## src/rtl/serial_tx_pkg.sv

```systemverilog
package serial_tx_pkg;
  // strobes from control to datapath
  typedef struct packed {
    logic holdWrite;   // capture wrData into holding stage
    logic shiftLoad;   // move holding stage into the frame shifter
    logic abort;       // drop the frame in progress
  } txStrobe_t;
endpackage

```

## src/rtl/serial_tx_datapath.sv

```systemverilog
module serial_tx_datapath
  import serial_tx_pkg::*;
#(
  parameter int DATA_W = 8
) (
  input  logic              clk,
  input  logic              rstN,
  input  txStrobe_t         strobe,
  input  logic [DATA_W-1:0] wrData,
  input  logic              parityEn,
  input  logic              parityOdd,
  input  logic              baudTick,
  output logic              shiftBusy,
  output logic              txLine
);
  localparam int FRAME_W = DATA_W + 3;
  localparam int CNT_W   = $clog2(FRAME_W + 1);

  logic [DATA_W-1:0]  holdData;
  logic [FRAME_W-1:0] frameBits;
  logic [FRAME_W-1:0] nextFrame;
  logic [CNT_W-1:0]   bitsLeft;
  logic [CNT_W-1:0]   nextCount;
  logic               started;
  logic               busy;
  logic               parityBit;

  always_comb begin
    parityBit = (^holdData) ^ parityOdd;
    if (parityEn) begin
      nextFrame = {1'b1, parityBit, holdData, 1'b0};
      nextCount = CNT_W'(DATA_W + 3);
    end else begin
      nextFrame = {1'b1, 1'b1, holdData, 1'b0};
      nextCount = CNT_W'(DATA_W + 2);
    end
  end

  always_ff @(posedge clk or negedge rstN) begin
    if (!rstN) begin
      holdData  <= '0;
      frameBits <= '1;
      bitsLeft  <= '0;
      started   <= 1'b0;
      busy      <= 1'b0;
    end else begin
      if (strobe.holdWrite) holdData <= wrData;
      if (strobe.abort) begin
        frameBits <= '1;
        bitsLeft  <= '0;
        started   <= 1'b0;
        busy      <= 1'b0;
      end else if (strobe.shiftLoad) begin
        frameBits <= nextFrame;
        bitsLeft  <= nextCount;
        started   <= 1'b0;
        busy      <= 1'b1;
      end else if (busy && baudTick) begin
        if (!started) begin
          started <= 1'b1;
        end else if (bitsLeft == CNT_W'(1)) begin
          busy      <= 1'b0;
          started   <= 1'b0;
          frameBits <= '1;
        end else begin
          frameBits <= {1'b1, frameBits[FRAME_W-1:1]};
          bitsLeft  <= bitsLeft - CNT_W'(1);
        end
      end
    end
  end

  assign shiftBusy = busy;
  assign txLine    = ~started | frameBits[0];

  AST_LINE_HIGH_IDLE: assert property (@(posedge clk) disable iff (!rstN)
    !busy |-> txLine);
  AST_START_ON_TICK: assert property (@(posedge clk) disable iff (!rstN)
    $rose(started) |-> $past(baudTick));
  AST_ABORT_IDLES: assert property (@(posedge clk) disable iff (!rstN)
    strobe.abort |=> (!busy && txLine));
  AST_LOAD_WHEN_FREE: assert property (@(posedge clk) disable iff (!rstN)
    strobe.shiftLoad |-> !busy);
endmodule

```

## src/rtl/serial_tx_control.sv

```systemverilog
module serial_tx_control
  import serial_tx_pkg::*;
(
  input  logic      clk,
  input  logic      rstN,
  input  logic      cmdEnable,
  input  logic      cmdDisable,
  input  logic      cmdReset,
  input  logic      wrValid,
  input  logic      shiftBusy,
  output txStrobe_t strobe,
  output logic      holdReady,
  output logic      txEmpty
);
  logic enabled;
  logic stopPending;
  logic holdFull;

  always_comb begin
    holdReady        = enabled & ~stopPending & ~holdFull;
    txEmpty          = ~holdFull & ~shiftBusy;
    strobe.holdWrite = wrValid & holdReady & ~cmdDisable & ~cmdReset;
    strobe.shiftLoad = enabled & holdFull & ~shiftBusy & ~cmdReset;
    strobe.abort     = cmdReset;
  end

  always_ff @(posedge clk or negedge rstN) begin
    if (!rstN) begin
      enabled     <= 1'b0;
      stopPending <= 1'b0;
      holdFull    <= 1'b0;
    end else if (cmdReset) begin
      enabled     <= 1'b0;
      stopPending <= 1'b0;
      holdFull    <= 1'b0;
    end else begin
      if (strobe.shiftLoad)      holdFull <= 1'b0;
      else if (strobe.holdWrite) holdFull <= 1'b1;

      if (cmdDisable) begin
        if (txEmpty) begin
          enabled     <= 1'b0;
          stopPending <= 1'b0;
        end else begin
          stopPending <= 1'b1;
        end
      end else if (cmdEnable) begin
        enabled     <= 1'b1;
        stopPending <= 1'b0;
      end else if (stopPending && txEmpty) begin
        enabled     <= 1'b0;
        stopPending <= 1'b0;
      end
    end
  end

  AST_OFF_MEANS_IDLE: assert property (@(posedge clk) disable iff (!rstN)
    !enabled |-> (!shiftBusy && !holdFull));
  AST_DISABLE_WINS: assert property (@(posedge clk) disable iff (!rstN)
    (cmdEnable && cmdDisable && txEmpty) |=> !enabled);
  AST_HOLD_DRAINS_TO_SHIFT: assert property (@(posedge clk) disable iff (!rstN)
    ($fell(holdFull) && !$past(cmdReset)) |-> shiftBusy);
  AST_RESET_CLEARS: assert property (@(posedge clk) disable iff (!rstN)
    cmdReset |=> (!holdReady && txEmpty));
endmodule

```

## src/rtl/serial_tx_core.sv

```systemverilog
module serial_tx_core
  import serial_tx_pkg::*;
#(
  parameter int DATA_W = 8
) (
  input  logic              clk,
  input  logic              rstN,
  input  logic              baudTick,
  input  logic              cmdEnable,
  input  logic              cmdDisable,
  input  logic              cmdReset,
  input  logic              parityEn,
  input  logic              parityOdd,
  input  logic              wrValid,
  input  logic [DATA_W-1:0] wrData,
  output logic              txLine,
  output logic              holdReady,
  output logic              txEmpty
);
  txStrobe_t strobe;
  logic      shiftBusy;

  serial_tx_control u_ctrl (
    .clk        (clk),
    .rstN       (rstN),
    .cmdEnable  (cmdEnable),
    .cmdDisable (cmdDisable),
    .cmdReset   (cmdReset),
    .wrValid    (wrValid),
    .shiftBusy  (shiftBusy),
    .strobe     (strobe),
    .holdReady  (holdReady),
    .txEmpty    (txEmpty)
  );

  serial_tx_datapath #(.DATA_W(DATA_W)) u_dp (
    .clk       (clk),
    .rstN      (rstN),
    .strobe    (strobe),
    .wrData    (wrData),
    .parityEn  (parityEn),
    .parityOdd (parityOdd),
    .baudTick  (baudTick),
    .shiftBusy (shiftBusy),
    .txLine    (txLine)
  );
endmodule

```

## config.mk

```make
export PLATFORM = sky130hd
export DESIGN_NAME = serial_tx_core
export DESIGN_NICKNAME = d
export VERILOG_FILES = /design/src/rtl/serial_tx_pkg.sv /design/src/rtl/serial_tx_datapath.sv /design/src/rtl/serial_tx_control.sv /design/src/rtl/serial_tx_core.sv
export SDC_FILE = /design/constraint.sdc
export NUM_CORES = 1
export LEC_CHECK = 0
export ABC_AREA = 1
export BUFFER_PORTS_ARGS = -buffer_cell sky130_fd_sc_hd__buf_4
export CORE_UTILIZATION = 51
export DETAILED_ROUTE_END_ITERATION = 8
export GPL_TIMING_DRIVEN = 0
export PLACE_DENSITY = 0.86
export SLEW_MARGIN = 5
export SYNTH_ARGS = -nofsm -noshare
export SYNTH_HDL_FRONTEND = slang
export SYNTH_HIERARCHICAL = 1
export SYNTH_SLANG_ARGS = --single-unit
```

## constraint.sdc

```tcl
create_clock -name clk -period 1.6 [get_ports clk]
set_clock_uncertainty 0.1 [all_clocks]
set_input_delay 0.16 -clock clk [delete_from_list [all_inputs] [get_ports clk]]
set_output_delay 0.16 -clock clk [all_outputs]
set_load 0.02 [all_outputs]
```

==> flow_metrics.py, run 1 <==
metrics = {
    "timing": {
        "max_freq_ghz": 0.644,
        "slew_headroom_pct": 77.6,
        "hold_violations": 0,
        "setup_viol_count_final": 0,
        "whs_ns": 0.0226,
        "fin_crit_ns": 1.55,
        "drv_slew": 0,
        "period_share_pct": 97.1,
        "tightestPinTransition_ns": 0.336,
    },
    "cells_and_area": {
        "area_growth_pct": 28.9,
        "drive_above_1_share_pct": 30.4,
        "multiInputGateArea_um2": 694,
        "final_util_pct": 69.4,
        "mostFrequentLayoutCell": "nand2_1",
        "nFillCells": 220,
        "fin_nets": 244,
        "final_cell_mix": "nand2_1, buf_4, inv_1",
        "n_antenna_cell": 0,
        "regArea_um2": 689,
    },
    "clocking": {
        "cts.sinks": 27,
        "h-tree-depth": 1,
        "path_clk_slew_ns": 0.14,
        "cts_tree": "yes",
        "cts_made_buffers": 3,
        "insertion_delay_ns": 0.33,
        "clk_path_buf_depth": 2,
        "root_buffer": "clkbuf_4",
    },
    "critical_path": {
        "worstPathCellList": "nand3_2, nor2_4, nor2_2, inv_2, nor2_8, inv_4, buf_6, o311ai_1, o21ai_1",
        "arrival_ns": 1.71,
        "required_ns": 1.76,
        "path_buf_inv": 3,
        "cpPeakStageDelay_ns": 0.47,
        "cp_max_fo": 5,
        "slowest_stage": "dfrtp_2",
        "crit_path_start_kind": "register",
        "cp-end-kind": "register",
        "cp_top_family": "flip-flops",
        "crit_type": "register to register",
    },
    "logic_synthesis": {
        "synth-edff-count": 0,
        "async_flop_share_pct": 100,
        "yosys_warnings": 6,
        "synthCells": 183,
        "netlist_area_mm2": 0.00147,
        "synth_seq_area_share_pct": 46.8,
        "synth-seq-cells": 27,
        "ys.flop_type": "dfrtp_1",
        "synth_cell_types": 31,
        "synth.avg_cell_area_um2": 8.04,
        "syn_nets": 202,
    },
    "placement": {
        "gp_congestion": 0.765,
        "dp_hpwl_um": 2080,
        "port_buffers": 19,
    },
    "grt": {
        "grt_overflow": 0,
        "grt_max_degree": 28,
        "grt_pass1_wl_um": 4900,
        "antenna_found_initial": 0,
        "grt_pass1_vias": 1158,
        "grtUsageTotal_pct": 20.5,
    },
    "status": {
        "outcome": "finished clean",
    },
    "die": {
        "fp-row-count": 19,
        "die-area_mm2": 0.00310,
        "core_area_mm2": 0.00273,
        "start_util_pct": 53.8,
        "die_h_um": 55.7,
        "io_pins": 20,
        "die_x_um": 55.7,
    },
    "detailed_routing": {
        "vias": 1298,
        "dr.first_iter.drc_count": 24,
        "routed_wl_um": 3080,
        "post_drt_wl_per_cell_um": 12.1,
        "dr.pass1.iters": 4,
        "drc": 0,
        "vias_per_cell": 5.09,
        "antenna_left": 0,
    },
    "power": {
        "peakVddDrop_mv": 0.617,
        "p_per_area_mw_per_mm2": 860,
        "p_leak_uw": 0.000917,
    },
    "job": {
        "cap_violations": 0,
    },
    "min_path": {
        "min-delay-path-class": "input pin to register",
    },
}
metrics by stage:
step	setup WS, ns	std cells	setup TNS [ns]	power, uW	instance area (um2)
after global placement	0.0204	233	0	1280	1680
after floorplan	-0.0181	183	-0.0361	1180	1500
final	0.0466	255	0	1630	1900
after global routing	-0.0207	255	-0.0228	1730	1900
after detailed placement	-0.0186	233	-0.0434	1310	1680
after CTS	0.00450	248	0	1620	1820
synth_stat cells (all sizes together) (2+ instances only):
cell type  count  area, um2
nor3           2       15.0
nand3          6       30.0
xnor2          2       17.5
o21ai         27        139
dfrtp         17        425
ha             2       25.0
nor2          23        113
xor2           3       26.3
inv           27        101
dfstp         10        263
buf            4       28.8
nand2         48        185
mux2           4       45.0
power by group:
group          internal [uW]  leakage [uW]  switching [uW]
Combinational            216      0.000580             246
Sequential               787      0.000323            86.0
Clock                   97.8     0.0000150             198
layout make-up:
cell class | count | share of cell area (%)
buffer | 4 | 1.85
clock buffer | 4 | 1.39
inverter | 27 | 5.47
multi-input combinational | 125 | 36.6
sequential | 27 | 36.3
tap | 31 | 2.04
timing repair buffer | 37 | 16.3
registers in the layout (all words and copies together), names as in the netlist:
register            cells
u_ctrl/enabled          1
u_dp/shiftBusy          1
u_ctrl/holdFull         1
u_ctrl/stopPending      1
u_dp/started            1
u_dp/bitsLeft           4
u_dp/frameBits         10
u_dp/holdData           8
worst register-to-register path: cells and delay by family, from the launching register on:
kind / cells / cell delay [ns]
buf+inv: 3 / 0.28
flops: 1 / 0.47
compound gates: 2 / 0.18
simple gates: 4 / 0.45
repair_timing:
action | in CTS | in global routing
hold endpoints to repair | 37 | 0
pin swaps | 1 | 6
setup buffers | 0 | 6
cloned | 0 | 1
hold buffers | 11 | 0
gates resized for setup | 1 | 11
setup endpoints to repair | 9 | 16
cell families (layout without fill, tap and decap cells):
kind of cell	count (synthesis)	count (layout)	synth area share (%)
AO/OA/AOI/OAI	32	32	11.9
XOR/XNOR	5	5	2.98
adder cells (fa/ha/maj)	2	2	1.70
buffers and inverters	31	72	8.84
flip-flops	27	27	46.8
multiplexers	4	4	3.06
AND/OR/NAND/NOR	82	82	24.7
layer usage:
metal / vias to the layer above / global-route usage (%) / routed length, um
li1: 664 / - / -
met1: 602 / 24.0 / 1310
met2: 27 / 37.9 / 1630
met3: 5 / 2.09 / 94
met4: 0 / 8.57 / 51
met5: - / 0 / 0
final timing paths:
check	startpoint	to	slack [ns]	depth (start not counted)
setup / recovery	u_ctrl/holdFull	u_dp/frameBits[0]	0.05	9
hold reg to reg	u_dp/frameBits[4]	u_dp/frameBits[4]	0.38	2
min in group asynchronous	rstN	u_dp/bitsLeft[2]	0.16	2
max in group asynchronous	rstN	u_dp/frameBits[7]	0.94	2
hold / removal	cmdDisable	u_ctrl/enabled	0.02	4
setup reg to reg	u_ctrl/holdFull	u_dp/frameBits[0]	0.05	9
(Power assumes the default switching activity.)
==> inputs of run 2 (changes only) <==
Settings changed: ABC_AREA 1 to 0, CORE_UTILIZATION 51 to 49, PLACE_DENSITY 0.86 to 0.84.
==> run 2 against run 1 <==
The run now ends with setup timing left; global-route usage up 3.2 points; final cell count down 22%; register-to-register slack worse by 0.14 ns; non-clock buffer count up 5; maximum frequency down 8.4%; first-iteration DRC count up 4.2%; largest power group unchanged.
==> flow_metrics.py, run 2 <==
metrics = {
    "clocking": {
        "h-tree-depth": 1,
        "cts_made_buffers": 3,
        "cts_tree": "yes",
        "root_buffer": "clkbuf_4",
        "path_clk_slew_ns": 0.16,
        "cts.sinks": 27,
        "clk_path_buf_depth": 2,
        "insertion_delay_ns": 0.33,
    },
    "cells_and_area": {
        "nFillCells": 175,
        "largestRegisters": "u_dp/frameBits (10), u_dp/holdData (8), u_dp/bitsLeft (4)",
        "fin_nets": 190,
        "fin_cells": 200,
        "final_cell_mix": "buf_4, dfrtp_1, dlygate4sd3_1",
        "mostFrequentLayoutCell": "buf_4",
        "n_antenna_cell": 0,
        "drive_above_1_share_pct": 43.5,
        "area_growth_pct": 39.1,
        "largest-register": "u_dp/frameBits",
        "largest_reg_flops": 10,
    },
    "placement": {
        "gp_congestion": 0.766,
        "placedCellCount": 175,
        "dp_hpwl_um": 2020,
        "port_buffers": 19,
    },
    "timing": {
        "hold_violations": 0,
        "slew_headroom_pct": 75.6,
        "rsz0062_at_grt": "yes",
        "fin_crit_ns": 1.70,
        "setup_viol_count_final": 13,
        "fin_ws_ns": -0.0959,
        "drv_slew": 0,
        "whs_ns": 0.0448,
        "max_freq_ghz": 0.590,
        "tightestPinTransition_ns": 0.364,
        "period_share_pct": 106,
    },
    "die": {
        "core_area_mm2": 0.00252,
        "die-area_mm2": 0.00291,
        "die_h_um": 53.9,
        "fp-row-count": 18,
        "io_pins": 20,
        "die_x_um": 53.9,
        "start_util_pct": 52.3,
    },
    "grt": {
        "grtUsageTotal_pct": 23.7,
        "grt_pass1_wl_um": 4800,
        "grt_overflow": 0,
        "antenna_found_initial": 0,
        "grt_pass1_vias": 1086,
        "grt_max_degree": 28,
    },
    "detailed_routing": {
        "dr.pass1.iters": 4,
        "dr_wl_met3_um": 77,
        "vias": 1093,
        "drc": 0,
        "wl_met1_um": 1330,
        "routed_wl_um": 3050,
        "dr.first_iter.drc_count": 25,
        "dr_wl_met2_um": 1630,
        "antenna_left": 0,
        "post_drt_wl_per_cell_um": 15.3,
        "vias_per_cell": 5.47,
        "top_layer": "met4",
    },
    "power": {
        "p_per_area_mw_per_mm2": 835,
        "p_leak_uw": 0.000802,
        "peakVddDrop_mv": 0.601,
        "p_total_uw": 1530,
    },
    "status": {
        "violations": "setup timing",
        "outcome": "complete, but fails checks",
    },
    "logic_synthesis": {
        "async_flop_share_pct": 100,
        "synth.avg_cell_area_um2": 10.5,
        "netlist_area_mm2": 0.00132,
        "synth.most_common_cell": "dfrtp_1",
        "netlist.top_cell.by_area": "dfrtp_1",
        "syn_nets": 145,
        "synth-edff-count": 0,
        "synth_area_leaders": "dfrtp_1, dfstp_2, mux2_2",
        "ys.flop_type": "dfrtp_1",
        "netlist.area_leader.share_pct": 32.2,
        "ys_top_cells_by_count": "dfrtp_1, nor2_1, a21oi_1, dfstp_2, o22ai_1",
        "synth-seq-cells": 27,
        "synthCells": 126,
        "synth_seq_area_share_pct": 52.1,
        "synth_cell_types": 31,
        "yosys_warnings": 6,
    },
    "critical_path": {
        "cp_max_fo": 5,
        "arrival_ns": 1.86,
        "cp-end-kind": "register",
        "crit_path_start_kind": "register",
        "required_ns": 1.76,
        "crit_type": "register to register",
    },
    "min_path": {
        "min-delay-path-class": "input pin to register",
    },
    "job": {
        "cap_violations": 0,
    },
}
-- run 2: cell types whose count changed in the layout (fill, tap and decap cells not counted), moves of 6 or more --
cell     delta
mux2_4      +6
o22ai_1     +8
nand2_1    -42
inv_1      -13
o21ai_1    -17
a21oi_1    +11
-- run 2: cell families after synthesis --
family                   after synthesis  share of synthesized area [%]
multiplexers                           8                           6.82
XOR/XNOR                               9                           7.01
AND/OR/NAND/NOR                       35                           13.6
buffers and inverters                 14                           4.46
adder cells (fa/ha/maj)                2                           1.90
AO/OA/AOI/OAI                         31                           14.0
flip-flops                            27                           52.1
-- run 2: critical path, cell delays in order (launching register included) --
cell and delay [ns]:
dfrtp_1 0.43, inv_2 0.06, ha_1 0.12, or3b_4 0.41, and2_4 0.20, xnor2_2 0.14
a211oi_2 0.17
-- run 2: metrics by stage --
step,setup TNS [ns],setup slack [ns],instance area [um2],util [%]
2_1_floorplan,-0.408,-0.0679,1400,-
3_3_place_gp,-1.40,-0.184,1580,62.5
3_5_place_dp,-2.15,-0.267,1580,62.5
4_1_cts,-1.33,-0.213,1810,71.6
5_1_grt,-1.31,-0.159,1840,72.8
6_report,-0.596,-0.0959,1840,72.8
-- run 2: layer usage --
| layer | GRT usage, % | up-vias |
|---|---|---|
| met5 | 0 | - |
| met4 | 8.77 | 0 |
| met3 | 3.11 | 2 |
| met2 | 41.8 | 24 |
| met1 | 29.2 | 540 |
| li1 | - | 527 |
-- run 2: final timing paths --
path                                    from                 end  slack [ns]  depth (start not counted)
min                               cmdDisable  u_ctrl/stopPending        0.04                          3
max in group asynchronous               rstN   u_dp/frameBits[7]        0.94                          2
min in group asynchronous               rstN    u_dp/bitsLeft[3]        0.15                          2
max reg2reg                 u_dp/bitsLeft[1]    u_dp/bitsLeft[0]        -0.1                          6
min reg2reg                u_dp/frameBits[0]   u_dp/frameBits[0]        0.38                          2
max                         u_dp/bitsLeft[1]    u_dp/bitsLeft[0]        -0.1                          6
-- run 2: cell type report --
type,instances,area [um2],area share (%)
Sequential cell,27,691,37.6
Multi-Input combinational cell,85,678,36.9
Timing Repair Buffer,42,348,18.9
Tap cell,30,37.5,2.04
Inverter,8,30.0,1.63
Buffer,4,25.0,1.36
Clock buffer,3,22.5,1.23
Clock inverter,1,5.00,0.272
-- run 2: what timing repair did --
item / 4_1_cts / 5_1_grt
hold buffers: 13 / 0
resized for setup: 2 / 12
pin swaps: 4 / 4
setup endpoints to repair: 15 / 23
setup buffers: 9 / 1
hold endpoints to repair: 39 / 0
-- run 2: power by group --
part,switching [uW],total (uW),internal (uW)
sequential,58.6,801,742
clock,214,308,94.0
combinational,154,425,271
==> inputs of run 3 (changes only) <==
Settings changed: CORE_ASPECT_RATIO from default to 0.9, CORE_MARGIN from default to 2, SLEW_MARGIN 5 to default.
==> run 3 against run 2 <==
The run ends with DRC, setup timing left; first-iteration DRC count is 110% higher; core utilization is 1.4 points higher; global-route usage shrank 0.31 points; critical path type unchanged.
==> flow_metrics.py, run 3 (synthesis gave the netlist of run 2 again) <==
metrics = {
    "status": {
        "outcome": "complete, but fails checks",
        "violations": "DRC, setup timing",
    },
    "critical_path": {
        "worstPathCellList": "inv_2, ha_4, or3b_4, buf_4, nand3_2, xor2_1, nor3_1",
        "cp-startpoint": "u_dp/bitsLeft[1]",
        "required_ns": 1.72,
        "cpPeakStageDelay_ns": 0.42,
        "path_buf_inv": 2,
        "arrival_ns": 1.82,
        "reg2reg_from": "u_dp/bitsLeft[1]",
        "crit_path_start_kind": "register",
        "crit_type": "register to register",
        "slowest_stage": "dfrtp_1",
        "cp_max_fo": 5,
        "cp_top_family": "simple AND/OR/NAND/NOR gates",
        "cp-end-kind": "register",
    },
    "timing": {
        "tightestPinTransition_ns": 0.342,
        "slew_headroom_pct": 77.0,
        "fin_ws_ns": -0.103,
        "rsz0062_at_grt": "yes",
        "max_freq_ghz": 0.587,
        "whs_ns": 0.0298,
        "period_share_pct": 106,
        "fin_tns_setup_ns": -0.551,
        "drv_slew": 0,
        "fin_crit_ns": 1.70,
        "hold_violations": 0,
        "setup_viol_count_final": 14,
    },
    "grt": {
        "grt_max_degree": 28,
        "grtUsageTotal_pct": 23.4,
        "grt_overflow": 0,
        "grt_pass1_vias": 1189,
        "grt_pass1_wl_um": 5370,
        "antenna_found_initial": 0,
    },
    "clocking": {
        "cts.sinks": 27,
        "clk_path_buf_depth": 2,
        "cts_tree": "yes",
        "cts_made_buffers": 3,
        "insertion_delay_ns": 0.32,
        "root_buffer": "clkbuf_4",
        "h-tree-depth": 1,
        "path_clk_slew_ns": 0.14,
    },
    "power": {
        "p_per_area_mw_per_mm2": 823,
        "peakVddDrop_mv": 0.535,
        "p_clk_share_pct": 18.7,
        "pwr-share-comb_pct": 29.3,
        "p_sw_uw": 407,
        "intPower_uw": 1130,
        "p_leak_uw": 0.000824,
        "swShare_pct": 26.6,
        "power_frac_seq_pct": 51.9,
        "p_total_uw": 1530,
    },
    "cells_and_area": {
        "largestRegisters": "u_dp/frameBits (10), u_dp/holdData (8), u_dp/bitsLeft (4)",
        "design_area_mm2": 0.00186,
        "largest-register": "u_dp/frameBits",
        "nFillCells": 163,
        "mostFrequentLayoutCell": "buf_4",
        "area_growth_pct": 41.1,
        "final_cell_mix": "buf_4, dfrtp_1, nor2_1, a21oi_1, dlygate4sd3_1",
        "drive_above_1_share_pct": 45.0,
        "n_antenna_cell": 0,
        "fin_nets": 191,
        "largest_reg_flops": 10,
    },
    "detailed_routing": {
        "antenna_left": 0,
        "drc": 1,
        "routed_wl_um": 3120,
        "vias_per_cell": 5.72,
        "vias": 1139,
        "dr.first_iter.drc_count": 52,
        "post_drt_wl_per_cell_um": 15.7,
        "dr.pass1.iters": 7,
    },
    "die": {
        "io_pins": 20,
        "die-area_mm2": 0.00313,
        "core_area_mm2": 0.00251,
        "fp-row-count": 17,
        "die_x_um": 58.7,
        "die_h_um": 53.2,
        "start_util_pct": 52.6,
    },
    "min_path": {
        "hp-start": "baudTick",
        "min-delay-path-class": "input pin to register",
    },
    "job": {
        "cap_violations": 0,
    },
    "placement": {
        "gp_congestion": 0.805,
        "port_buffers": 19,
        "dp_hpwl_um": 2010,
        "place_ws_ns": -0.244,
        "post_dp_cell_area_mm2": 0.00157,
    },
}
-- run 3: changes by cell type in the layout (fill, tap and decap cells not counted), moves of 2 or more --
cell	change
buf_4	+2
nand2b_4	+2
dlygate4sd3_1	-2
nand2b_1	-2
-- run 3: area by class of cell --
class | instances | area (um2) | area share (%)
multi-input cells | 85 | 693 | 37.2
flip-flops and latches | 27 | 691 | 37.1
repair buffers | 43 | 350 | 18.8
plain buffers | 4 | 37.5 | 2.01
well taps | 28 | 35.0 | 1.88
inverters | 8 | 30.0 | 1.61
clock buffers | 4 | 26.3 | 1.41
-- run 3: worst register-to-register path, stage by stage (launching register included) --
cell	delay (ns)
dfrtp_1	0.42
inv_2	0.08
ha_4	0.11
or3b_4	0.40
buf_4	0.17
nand3_2	0.08
xor2_1	0.17
nor3_1	0.07
-- run 3: metal layers --
metal | track usage (%) | part of all wire [%] | vias to the layer above
li1 | - | - | 530
met1 | 29.3 | 40 | 564
met2 | 43.3 | 54 | 45
met3 | 2.44 | 6.2 | 0
met4 | 5.68 | 0 | 0
met5 | 0 | 0 | -
-- run 3: power groups by stage --
stage	logic (uW)	registers, uW	clock network [uW]
after global placement	350	809	0
after CTS	421	801	302
after floorplan	276	796	0
final	450	796	287
after detailed placement	368	815	0
after global routing	480	804	316
-- run 3: final timing paths --
check | end | slack, ns | cells after the start
worst max-delay path | u_dp/bitsLeft[2] | -0.10 | 7
worst min-delay path | u_dp/started | 0.03 | 3
worst max register to register | u_dp/bitsLeft[2] | -0.10 | 7
worst min register to register | u_dp/frameBits[0] | 0.38 | 2
max in group asynchronous | u_dp/frameBits[3] | 0.93 | 2
min in group asynchronous | u_ctrl/stopPending | 0.16 | 2
-- run 3: what timing repair did --
item | 4_1_cts | 5_1_grt
hold endpoints to repair | 37 | 0
hold buffers | 11 | 0
pin swaps | 5 | 6
gates resized for setup | 8 | 10
buffers inserted | 8 | 5
setup endpoints to repair | 15 | 23
-- run 3: stage by stage --
stage	cells	util [%]
6_report	199	74.2
5_1_grt	199	74.2
4_1_cts	196	72.2
3_5_place_dp	173	62.7
3_3_place_gp	173	62.7
2_1_floorplan	126	-
